[src/rtl/orn_pkg.sv]
package orn_pkg;

    // Lane selection for the steering cell
    typedef enum logic {
        LANE_A = 1'b0,
        LANE_B = 1'b1
    } lane_e;

    localparam int LANES = 2;

    // Number of neighbour pairs handled by exchange stage k
    function automatic int pairs_in_stage(input int w, input int k);
        return (w - (k % 2)) / 2;
    endfunction

    // Offset of stage k's pair bits inside one lane's setting field
    function automatic int stage_cfg_base(input int w, input int k);
        int acc;
        acc = 0;
        for (int m = 0; m < k; m++) acc += pairs_in_stage(w, m);
        return acc;
    endfunction

    function automatic int lane_cfg_bits(input int w, input int mcl);
        return stage_cfg_base(w, mcl);
    endfunction

    function automatic int total_cfg_bits(input int w, input int mcl);
        return w + LANES * lane_cfg_bits(w, mcl);
    endfunction

endpackage

[src/rtl/orn_hop_delay.sv]
module orn_hop_delay #(
    parameter int WIDTH = 16
) (
    input  logic             clk,
    input  logic             rst,
    input  logic [WIDTH-1:0] d,
    output logic [WIDTH-1:0] q
);
    logic [WIDTH-1:0] first_q;
    logic [WIDTH-1:0] second_q;

    always_ff @(posedge clk) begin
        if (rst) begin
            first_q  <= '0;
            second_q <= '0;
        end else begin
            first_q  <= d;
            second_q <= first_q;
        end
    end

    assign q = second_q;
endmodule

[src/rtl/orn_cfg_chain.sv]
module orn_cfg_chain #(
    parameter int CFG_W = 22
) (
    input  logic             clk,
    input  logic             rst,
    input  logic             sdi,
    input  logic             shift,
    input  logic             load,
    output logic [CFG_W-1:0] chain_q,
    output logic [CFG_W-1:0] act_q,
    output logic             sdo
);
    always_ff @(posedge clk) begin
        if (rst) begin
            chain_q <= '0;
            act_q   <= '0;
        end else begin
            if (shift) chain_q <= {chain_q[CFG_W-2:0], sdi};
            if (load)  act_q   <= chain_q;
        end
    end

    assign sdo = chain_q[CFG_W-1];
endmodule

[src/rtl/orn_steer_stage.sv]
module orn_steer_stage
    import orn_pkg::*;
#(
    parameter int W  = 8,
    parameter int DW = 16
) (
    input  logic                  clk,
    input  logic                  rst,
    input  logic [W-1:0]          sel,
    input  logic [W-1:0][DW-1:0]  src,
    output logic [W-1:0][DW-1:0]  lane_a,
    output logic [W-1:0][DW-1:0]  lane_b
);
    logic [W-1:0][DW-1:0] to_a;
    logic [W-1:0][DW-1:0] to_b;

    for (genvar j = 0; j < W; j++) begin : g_cell
        assign to_a[j] = (lane_e'(sel[j]) == LANE_A) ? src[j] : '0;
        assign to_b[j] = (lane_e'(sel[j]) == LANE_B) ? src[j] : '0;
    end

    orn_hop_delay #(.WIDTH(2 * W * DW)) hop_i (
        .clk (clk),
        .rst (rst),
        .d   ({to_b, to_a}),
        .q   ({lane_b, lane_a})
    );
endmodule

[src/rtl/orn_swap_stage.sv]
module orn_swap_stage
    import orn_pkg::*;
#(
    parameter int W  = 8,
    parameter int DW = 16,
    parameter int K  = 0
) (
    input  logic                                clk,
    input  logic                                rst,
    input  logic [pairs_in_stage(W, K)-1:0]     swap,
    input  logic [W-1:0][DW-1:0]                d,
    output logic [W-1:0][DW-1:0]                q
);
    localparam int OFF = K % 2;
    localparam int NP  = pairs_in_stage(W, K);

    logic [W-1:0][DW-1:0] mixed;

    for (genvar c = 0; c < W; c++) begin : g_col
        if (c < OFF || c >= OFF + 2 * NP) begin : g_pass
            assign mixed[c] = d[c];
        end else if (((c - OFF) % 2) == 0) begin : g_low
            assign mixed[c] = swap[(c - OFF) / 2] ? d[c+1] : d[c];
        end else begin : g_high
            assign mixed[c] = swap[(c - OFF) / 2] ? d[c-1] : d[c];
        end
    end

    orn_hop_delay #(.WIDTH(W * DW)) hop_i (
        .clk (clk),
        .rst (rst),
        .d   (mixed),
        .q   (q)
    );
endmodule

[src/rtl/orn_row_link.sv]
module orn_row_link
    import orn_pkg::*;
#(
    parameter int W   = 8,
    parameter int DW  = 16,
    parameter int MCL = 2
) (
    input  logic            clk,
    input  logic            rst,
    input  logic            cfg_sdi,
    input  logic            cfg_shift,
    input  logic            cfg_load,
    output logic            cfg_sdo,
    input  logic [W*DW-1:0] src_data,
    output logic [W*DW-1:0] dst_a,
    output logic [W*DW-1:0] dst_b
);
    localparam int LANE_BITS = lane_cfg_bits(W, MCL);
    localparam int CFG_W     = total_cfg_bits(W, MCL);

    logic [CFG_W-1:0] chain_q;
    logic [CFG_W-1:0] act_cfg;

    // lane_tap[lane][hop]: hop 0 is after steering, hop MCL is the final output
    logic [LANES-1:0][MCL:0][W-1:0][DW-1:0] lane_tap;

    orn_cfg_chain #(.CFG_W(CFG_W)) chain_i (
        .clk     (clk),
        .rst     (rst),
        .sdi     (cfg_sdi),
        .shift   (cfg_shift),
        .load    (cfg_load),
        .chain_q (chain_q),
        .act_q   (act_cfg),
        .sdo     (cfg_sdo)
    );

    orn_steer_stage #(.W(W), .DW(DW)) steer_i (
        .clk    (clk),
        .rst    (rst),
        .sel    (act_cfg[W-1:0]),
        .src    (src_data),
        .lane_a (lane_tap[0][0]),
        .lane_b (lane_tap[1][0])
    );

    for (genvar l = 0; l < LANES; l++) begin : g_lane
        for (genvar k = 0; k < MCL; k++) begin : g_stage
            localparam int NPK  = pairs_in_stage(W, k);
            localparam int BASE = W + l * LANE_BITS + stage_cfg_base(W, k);
            orn_swap_stage #(.W(W), .DW(DW), .K(k)) swap_i (
                .clk  (clk),
                .rst  (rst),
                .swap (act_cfg[BASE +: NPK]),
                .d    (lane_tap[l][k]),
                .q    (lane_tap[l][k+1])
            );
        end
    end

    assign dst_a = lane_tap[0][MCL];
    assign dst_b = lane_tap[1][MCL];
endmodule

[config.mk]
export PLATFORM = sky130hd
export DESIGN_NAME = orn_row_link
export DESIGN_NICKNAME = d
export VERILOG_FILES = /design/src/rtl/orn_pkg.sv /design/src/rtl/orn_hop_delay.sv /design/src/rtl/orn_cfg_chain.sv /design/src/rtl/orn_steer_stage.sv /design/src/rtl/orn_swap_stage.sv /design/src/rtl/orn_row_link.sv
export SDC_FILE = /design/constraint.sdc
export NUM_CORES = 2
export LEC_CHECK = 0
export BUFFER_PORTS_ARGS = -buffer_cell sky130_fd_sc_hd__buf_2
export CORE_MARGIN = 5
export CORE_UTILIZATION = 59
export DETAILED_ROUTE_END_ITERATION = 10
export GPL_TIMING_DRIVEN = 0
export HOLD_SLACK_MARGIN = 0.06
export PLACE_DENSITY = 0.78
export SYNTH_ARGS = -nofsm -noshare
export SYNTH_HDL_FRONTEND = slang
export SYNTH_HIERARCHICAL = 1
export SYNTH_SLANG_ARGS = --single-unit
[constraint.sdc]
create_clock -name clk -period 1.5 [get_ports clk]
set_input_delay 0.075 -clock clk [delete_from_list [all_inputs] [get_ports clk]]
set_output_delay 0.075 -clock clk [all_outputs]
set_load 0.01 [all_outputs]
==> results.json <==
{
  "tightestPinTransition_ps": 861,
  "worst_slew_margin_rel": 0.426,
  "final_cell_count_no_fill": 6168,
  "hold_viol_final": 0,
  "end_kind": "register",
  "grt_util_all_layers": 0.234,
  "maxCapViolCount": 0,
  "synth_area_per_cell_um2": 12.5,
  "starting_drc_count_in_detailed_routing": 1310,
  "final-setup-viol-count": 0,
  "route.detailed.wl_per_inst_um": 18.3,
  "buffers_inverters_on_critical_path": 2,
  "h-tree-depth": 4,
  "core.rowCount": 109,
  "place_hpwl_mm": 82.1,
  "pin_count": 390,
  "clock_pin_slew_reported_for_the_worst_setup_and_hold_paths_after_clock_tree_synthesis_ps": 60,
  "cts-root-to-sink-buffers": 3,
  "grt_pass1_vias": 30700,
  "ant_nets": 0,
  "grt_antenna_before_repair": 30,
  "reg2regPathDepth": 4,
  "cp_cell_sequence": "buf_6, buf_12, mux2_4, nor2b_1",
  "result_of_the_run": "finished clean",
  "power.total_mw": 83.0,
  "fin_crit_sh": 0.951,
  "fill_cells": 6064,
  "core_mm2": 0.0881,
  "crit_path_start": "chain_i/act_q[8]",
  "finalWorstPathRequiredPeriod_ps": 1430,
  "cts_buffers": 150,
  "routabilityCongestion": 0.903,
  "post-route-drc-count": 0,
  "drive_above_1_share": 0.264,
  "initial_standard_cell_utilization_of_the_core": 0.592,
  "worst_r2r_endpoint": "g_lane[0].g_stage[0].swap_i/hop_i/first_q[22]",
  "top_family_by_delay_on_critical_path": "flip-flops",
  "fin_setup_tns_ps": 0,
  "mappedNetlistArea_mm2": 0.0522,
  "report.final.slew_viol_count": 0,
  "crit_end": "g_lane[0].g_stage[0].swap_i/hop_i/first_q[22]",
  "chipHeight_um": 307,
  "vdd_drop_max_mv": 1.46,
  "area_growth_pct": 19.2,
  "grt_start_max_net_pins": 17,
  "global_route_wire_length_before_repair_mm": 170,
  "cts_tree": "yes",
  "critical-path-slowest-cell": "dfxtp_1",
  "num_vias": 29000,
  "detailedRoute.firstPassIterationCount": 5,
  "worstReg2RegStart": "chain_i/act_q[8]",
  "die-area_mm2": 0.0944,
  "worst_hold_path_type": "input pin to register",
  "startpoint_type": "register",
  "worst_ep_arrival_time_ps": 2040,
  "clock_skews_ps": 29.6,
  "final_design_area_no_fill_mm2": 0.0622,
  "io_buffer_count": 386,
  "ys.warnings.count": 6,
  "setup.worst_path.class": "register to register",
  "critical-path-max-stage-delay_ps": 500,
  "grt_remaining_overflow": 0,
  "post-place-cells": 5719,
  "power_density_mw_per_mm2": 1330,
  "regToRegSetupSlack_ps": 70,
  "worst_ep_required_time_ps": 2120,
  "path_length_in_cells_of_the_critical_path": 4,
  "postRouteWirelength_mm": 113,
  "power_leakage_nw": 26.4,
  "synthesis.nets": 4301,
  "clock-sinks": 1580,
  "final_net_count": 4992,
  "vias_per_cell": 4.70,
  "critical_path_peak_fanout": 10,
  "timing.fmax_mhz": 701,
  "dieWidth_um": 307,
  "synth_cells": 4168,
  "insertion_delay_to_the_later_sink_of_the_worst_skew_pair_ps": 740,
  "setup_repair_after_global_routing_missed_its_margin": "no",
  "post_place_cell_area_mm2": 0.0555,
  "clock_tree.root_cell": "clkbuf_16"
}
flip-flops by register name, indices dropped and copies added (netlist names):
register                             cells
chain_i/chain_q                         22
g_lane.g_stage.swap_i/hop_i/q          512
steer_i/hop_i/first_q                  256
steer_i/hop_i/q                        256
chain_i/act_q                           22
g_lane.g_stage.swap_i/hop_i/first_q    512
tightest hold or removal path: cells and delay by family:
family                 cells  cell delay (ps)
buffers and inverters      3              600
AND/OR/NAND/NOR            1              110
final cells by class:
| type | instances | area [um2] | area share |
|---|---|---|---|
| well taps | 1165 | 1460 | 0.0234 |
| repair buffers | 539 | 3470 | 0.0559 |
| plain buffers | 260 | 2070 | 0.0333 |
| diodes | 27 | 67.6 | 0.00109 |
| flip-flops and latches | 1580 | 31600 | 0.509 |
| clock inverters | 49 | 520 | 0.00837 |
| clock buffers | 220 | 4510 | 0.0726 |
| multi-input cells | 2328 | 18400 | 0.297 |
worst min path at each step:
| stage | startpoint | to | slack, ps | cells past startpoint |
|---|---|---|---|---|
| CTS | rst | g_lane[0].g_stage[0].swap_i/hop_i/first_q[5] | 70 | 4 |
| detailed placement | cfg_sdi | chain_i/chain_q[0] | 350 | 3 |
| global route | rst | g_lane[1].g_stage[0].swap_i/hop_i/first_q[33] | 70 | 4 |
| floorplan | cfg_sdi | chain_i/chain_q[0] | 220 | 2 |
| finish | rst | g_lane[1].g_stage[0].swap_i/hop_i/first_q[81] | 90 | 4 |
| global placement | cfg_sdi | chain_i/chain_q[0] | 310 | 3 |
power by group:
part           leakage (nW)  switching, mW  internal [mW]
combinational          11.1           1.39           1.22
sequential             12.8          0.217           42.5
clock                  2.50           15.4           22.3
through the flow:
step           hold slack [ps]  setup WS, ps   util
6_report                  92.9          73.7  0.706
3_3_place_gp               313          37.4  0.630
3_5_place_dp               345          44.7  0.630
2_1_floorplan              222           385      -
5_1_grt                   68.0          66.4  0.705
4_1_cts                   68.4          13.5  0.705
what timing repair did:
action,4_1_cts,5_1_grt
hold endpoints to repair,1421,34
buffers inserted,0,0
setup endpoints to repair,0,39
resized for setup,0,1
hold buffers,152,2
layer usage:
| metal | global-route usage | vias up | share of wire |
|---|---|---|---|
| met2 | 0.408 | 584 | 0.50 |
| met4 | 0.0771 | 16 | 0.027 |
| met5 | 0 | - | 0.00091 |
| li1 | - | 14400 | - |
| met1 | 0.289 | 13800 | 0.42 |
| met3 | 0.0545 | 201 | 0.055 |
placed cells by master (no fill, tap or decap), types with 4 or more instances in the layout:
| cell | instances |
|---|---|
| clkinv_2 | 27 |
| inv_6 | 7 |
| nor2_1 | 44 |
| clkbuf_8 | 39 |
| buf_12 | 47 |
| diode_2 | 27 |
| buf_4 | 4 |
| bufinv_16 | 8 |
| dfxtp_1 | 1579 |
| dlygate4sd3_1 | 152 |
| and2b_1 | 8 |
| buf_2 | 549 |
| nor2b_1 | 1656 |
| clkbuf_1 | 49 |
| mux2_4 | 420 |
| clkbuf_2 | 8 |
| and2_1 | 128 |
| buf_6 | 16 |
| clkbuf_16 | 155 |
| mux2_2 | 28 |
| mux2i_1 | 44 |
No activity file was read; power rests on OpenSTA's default activity.
